`src/rtl/io_map_pkg.sv`:
```
package io_map_pkg;

  typedef enum logic [1:0] {
    CYC_IDLE  = 2'd0,
    CYC_IO_RD = 2'd1,
    CYC_IO_WR = 2'd2,
    CYC_MEM   = 2'd3
  } bus_cycle_e;

  // A memory request overrides everything; a read wins over a write.
  function automatic bus_cycle_e classify_cycle(input logic iorq_n,
                                                input logic mreq_n,
                                                input logic rd_n,
                                                input logic wr_n);
    bus_cycle_e k;
    if (!mreq_n)               k = CYC_MEM;
    else if (!iorq_n && !rd_n) k = CYC_IO_RD;
    else if (!iorq_n && !wr_n) k = CYC_IO_WR;
    else                       k = CYC_IDLE;
    return k;
  endfunction

endpackage

```
`src/rtl/io_sel_decode.sv`:
```
module io_sel_decode #(
  parameter int PORT_W = 8,
  localparam int NPORTS = 1 << PORT_W
) (
  input  logic              clk,
  input  logic              rst,
  input  logic              en,
  input  logic [PORT_W-1:0] port_no,
  output logic [NPORTS-1:0] sel
);

  for (genvar i = 0; i < NPORTS; i++) begin : g_sel
    always_ff @(posedge clk) begin
      if (rst) sel[i] <= 1'b0;
      else     sel[i] <= en && (port_no == PORT_W'(i));
    end
  end

endmodule

```
`src/rtl/io_out_latch.sv`:
```
module io_out_latch #(
  parameter int DATA_W = 8
) (
  input  logic              clk,
  input  logic              rst,
  input  logic              hit,
  input  logic [DATA_W-1:0] d,
  output logic [DATA_W-1:0] q
);

  logic hit_prev;

  always_ff @(posedge clk) begin
    if (rst) begin
      hit_prev <= 1'b0;
      q        <= '0;
    end else begin
      hit_prev <= hit;
      if (hit && !hit_prev) q <= d;
    end
  end

endmodule

```
`src/rtl/io_in_port.sv`:
```
module io_in_port #(
  parameter int DATA_W = 8
) (
  input  logic              clk,
  input  logic              rst,
  input  logic              hit,
  input  logic [DATA_W-1:0] ext,
  output logic [DATA_W-1:0] rdata,
  output logic              drive
);

  always_ff @(posedge clk) begin
    if (rst) begin
      rdata <= '1;
      drive <= 1'b0;
    end else begin
      rdata <= hit ? ext : '1;
      drive <= hit;
    end
  end

endmodule

```
`src/rtl/io_port_block.sv`:
```
module io_port_block #(
  parameter int ADDR_W   = 16,
  parameter int DATA_W   = 8,
  parameter int PORT_W   = 8,
  parameter int OUT_PORT = 3,
  parameter int IN_PORT  = 2,
  localparam int NPORTS  = 1 << PORT_W
) (
  input  logic              clk,
  input  logic              rst,
  input  logic [ADDR_W-1:0] bus_addr,
  input  logic [DATA_W-1:0] bus_wdata,
  input  logic              iorq_n,
  input  logic              mreq_n,
  input  logic              rd_n,
  input  logic              wr_n,
  input  logic [DATA_W-1:0] ext_in,
  output logic [DATA_W-1:0] bus_rdata,
  output logic              rdata_drive,
  output logic [NPORTS-1:0] in_sel,
  output logic [NPORTS-1:0] out_sel,
  output logic [DATA_W-1:0] out_q
);
  import io_map_pkg::*;

  bus_cycle_e        kind;
  logic [PORT_W-1:0] port_no;
  logic              rd_en, wr_en, out_hit, in_hit;

  always_comb begin
    kind    = classify_cycle(iorq_n, mreq_n, rd_n, wr_n);
    port_no = bus_addr[PORT_W-1:0];
    rd_en   = (kind == CYC_IO_RD);
    wr_en   = (kind == CYC_IO_WR);
    out_hit = wr_en && (port_no == PORT_W'(OUT_PORT));
    in_hit  = rd_en && (port_no == PORT_W'(IN_PORT));
  end

  io_sel_decode #(.PORT_W(PORT_W)) u_rd_dec (
    .clk(clk), .rst(rst), .en(rd_en), .port_no(port_no), .sel(in_sel)
  );

  io_sel_decode #(.PORT_W(PORT_W)) u_wr_dec (
    .clk(clk), .rst(rst), .en(wr_en), .port_no(port_no), .sel(out_sel)
  );

  io_out_latch #(.DATA_W(DATA_W)) u_latch (
    .clk(clk), .rst(rst), .hit(out_hit), .d(bus_wdata), .q(out_q)
  );

  io_in_port #(.DATA_W(DATA_W)) u_inp (
    .clk(clk), .rst(rst), .hit(in_hit), .ext(ext_in),
    .rdata(bus_rdata), .drive(rdata_drive)
  );

endmodule

```
`config.mk`:
```
export PLATFORM = sky130hd
export DESIGN_NAME = io_port_block
export DESIGN_NICKNAME = d
export VERILOG_FILES = /design/src/rtl/io_map_pkg.sv /design/src/rtl/io_sel_decode.sv /design/src/rtl/io_out_latch.sv /design/src/rtl/io_in_port.sv /design/src/rtl/io_port_block.sv
export SDC_FILE = /design/constraint.sdc
export NUM_CORES = 1
export LEC_CHECK = 0
export ABC_AREA = 1
export BUFFER_PORTS_ARGS = -buffer_cell sky130_fd_sc_hd__clkbuf_2
export CAP_MARGIN = 20
export CORE_AREA = 10 10 214 216
export DETAILED_ROUTE_END_ITERATION = 12
export DIE_AREA = 0 0 224 226
export PLACE_DENSITY = 0.66
export SYNTH_ARGS = -nofsm -noshare
export SYNTH_HDL_FRONTEND = slang
export SYNTH_SLANG_ARGS = --single-unit
```
`constraint.sdc`:
```
create_clock -name clk -period 1.35 [get_ports clk]
set_clock_uncertainty 0.2 [all_clocks]
set_input_delay 0.135 -clock clk [delete_from_list [all_inputs] [get_ports clk]]
set_output_delay 0.135 -clock clk [all_outputs]
set_load 0.05 [all_outputs]
```
==> reports/metrics.cfg <==
[run_status]
status = finished with violations
violations = hold timing, setup timing

[clock_network]
clk_pin_slew_ps = 70
cts_tree = built
cts_buffer_depth = 3
insertion_delay_ps = 590
numCtsBuffers = 50
cts.htree.levels = 2
cts.sinks = 528
cts_root_buf = clkbuf_16

[cells_and_area]
fin_area_sq_um = 32600
area.growth.synth_to_final_pct = 121
drive_gt1_frac = 0.685
layout.nets = 2139

[min_path]
hold_path_depth = 5
hold_class = input port to register

[drt]
detail_route.vias_per_cell = 5.57
ant_nets = 0
drtIter0Drc = 1792
drt-total-wl_microns = 92800
wl_per_cell_microns = 34.6
vias = 14932
drt-pass1-iter-count = 6
remaining_drc_errors = 0

[placed_design]
dp_slack_ps = -378
hpwl_microns = 42400
gp_congestion = 0.904
placed_area_sq_um = 19300
placement.io_buffers = 558

[setup_path]
cp_slowest_cell = dfxtp_4
cp_num_buf_inv = 1
crit_type = register to register
worst_path_largest_cell_delay_ps = 360
r2r_cells = 5
path_cells = buf_6 -> nand3b_1 -> nor2_4 -> nor2_1 -> nor2_1
critPathMaxFanout = 3
regToRegEndpoint = u_latch.q[0]
r2r_start = u_latch.hit_prev
critPathCapture = u_latch.q[0]
start_kind = register
critPathRequiredTime_ps = 1630
path_delay_family = simple AND/OR/NAND/NOR gates
crit_cells = 5
crit_top_cell = nor2_1
arrival_ps = 1860
reg2reg_slack_ps = -230
end_kind = register
startpoint = u_latch.hit_prev

[sta]
post-route-period-util = 1.17
fmax_mhz = 632
setup_slack_ps = -233
drv_slew = 0
setup_violations = 585
worst_hold_slack_ps = -131
hold_viol_final = 34
post-route-min-period_ps = 1580
worst_pin_slew_ps = 508
rsz0062_at_grt = yes
timing.max_slew.rel_slack = 0.661

[power_and_ir_drop]
power.density_nw_per_um2 = 969
ir_worst_vdd_mv = 0.930
p_leak_nw = 12.8

[die]
die_h_microns = 226
die_area_sq_um = 50600
fp-row-count = 75
coreArea_sq_um = 41600
die_w_microns = 224
io_pins = 567
start_util = 0.355

[global_route]
first_global_vias = 15909
grt_pass1_wl_microns = 122000
grt_max_degree = 38
grt-ovfl-total = 0
grtUsageTotal = 0.330
antenna_found_initial = 4

[logic_synthesis]
synth_seq_cells = 528
synth_cells = 1409
yosys_warnings = 0
synthTopCellsByArea = dfxtp_1 (72%), nor3_1 (11%), nor2_1 (5.3%)
synth_top_cell_area_share = 0.715
syn_area_sq_um = 14800
synth_top_area_cell = dfxtp_1
syn_area_per_cell_sq_um = 10.5
ys_seq_area_frac = 0.715
syn-num-nets = 1447
synth.distinct_cells = 20

[job]
maxCapViolCount = 0

[layout make-up]
class | instances | area [sq um]
Fill cell | 1835 | 8930
Clock buffer | 70 | 1440
Timing Repair Buffer | 757 | 15100
Clock inverter | 21 | 215
Inverter | 60 | 225
Tap cell | 539 | 674
Sequential cell | 528 | 11300
Multi-Input combinational cell | 704 | 3670
Antenna cell | 3 | 7.51
[cell families after synthesis]
kind of cell           synth area share
AND/OR/NAND/NOR                   0.225
buffers and inverters            0.0601
flip-flops                        0.715
[cell usage in the layout, fill, tap and decap left out, types with 4 or more instances in the layout]
cell type and n:
nand2_4 6, clkinv_2 11, nor2_4 23, clkbuf_1 9
inv_2 19, clkbuf_8 11, dfxtp_2 509, nor3_1 280
buf_6 4, nand3_1 8, nor3_2 48, nor2_2 22
nand2_2 12, buf_12 45, dlygate4sd3_1 31, clkbuf_2 26
nand2_1 119, buf_4 114, nor2_1 180, buf_8 44
dlymetal6s4s_1 5, dfxtp_4 19, inv_1 40, clkbuf_16 535
[cell usage after synthesis]
library cell    n
dfxtp_1       528
nor3_1        311
nor2_1        210
nand2_1       130
buf_2          65
inv_1          44
clkbuf_1       28
nor3_2         18
buf_6          16
inv_2          15
nor2_4         13
nand3_1        10
buf_4           5
buf_1           4
nand2_4         4
nand2_2         3
nor3_4          2
clkinv_1        1
nand3b_1        1
nor2_2          1
[how the worst min path moves through the flow]
stage	startpoint	endpoint
floorplan	ext_in[0]	u_inp.rdata[0]
global placement	ext_in[1]	u_inp.rdata[1]
detailed placement	ext_in[6]	u_inp.rdata[6]
CTS	wr_n	u_wr_dec.sel[84]
global route	wr_n	u_wr_dec.sel[154]
finish	wr_n	u_wr_dec.sel[154]
[where the power goes]
part	internal (mW)	switching (mW)
Sequential	15.5	0.00353
Combinational	0.383	0.778
Clock	7.92	7.01
[state kept, by name (all words and copies together) (netlist names)]
name,count
u_latch.q,8
u_rd_dec.sel,256
u_inp.rdata,8
u_wr_dec.sel,255
u_latch.hit_prev,1
[repair_timing]
item / 4_1_cts / 5_1_grt
hold endpoints to repair: 139 / 45
pin swaps: 0 / 20
cloned: 0 / 1
setup buffers: 1 / 10
hold buffers: 38 / 3
setup endpoints to repair: 529 / 813
gates resized for setup: 2032 / 203
[metal layers]
metal,track usage,wire length (microns)
met1,0.341,30500
met2,0.549,44100
met3,0.123,11100
met4,0.227,7140
met5,0,0
[worst register-to-register path, delay by kind of cell, from the launching register on]
| kind | cells | cell delay [ps] |
|---|---|---|
| buffers and inverters | 1 | 120 |
| flip-flops | 1 | 360 |
| AND/OR/NAND/NOR | 4 | 800 |
[per-stage QoR]
step	TNS [ps]	utilization	cells	power, mW	hold slack, ps
5_1_grt	-67740	0.785	2681	32.2	-129
2_1_floorplan	0	-	1409	16.3	27.2
3_5_place_dp	-70890	0.464	2540	16.8	118
3_3_place_gp	-53990	0.464	2540	16.8	112
4_1_cts	-60890	0.771	2670	30.7	-150
6_report	-55220	0.785	2682	31.6	-131
No activity file was read; power rests on OpenSTA's default activity.
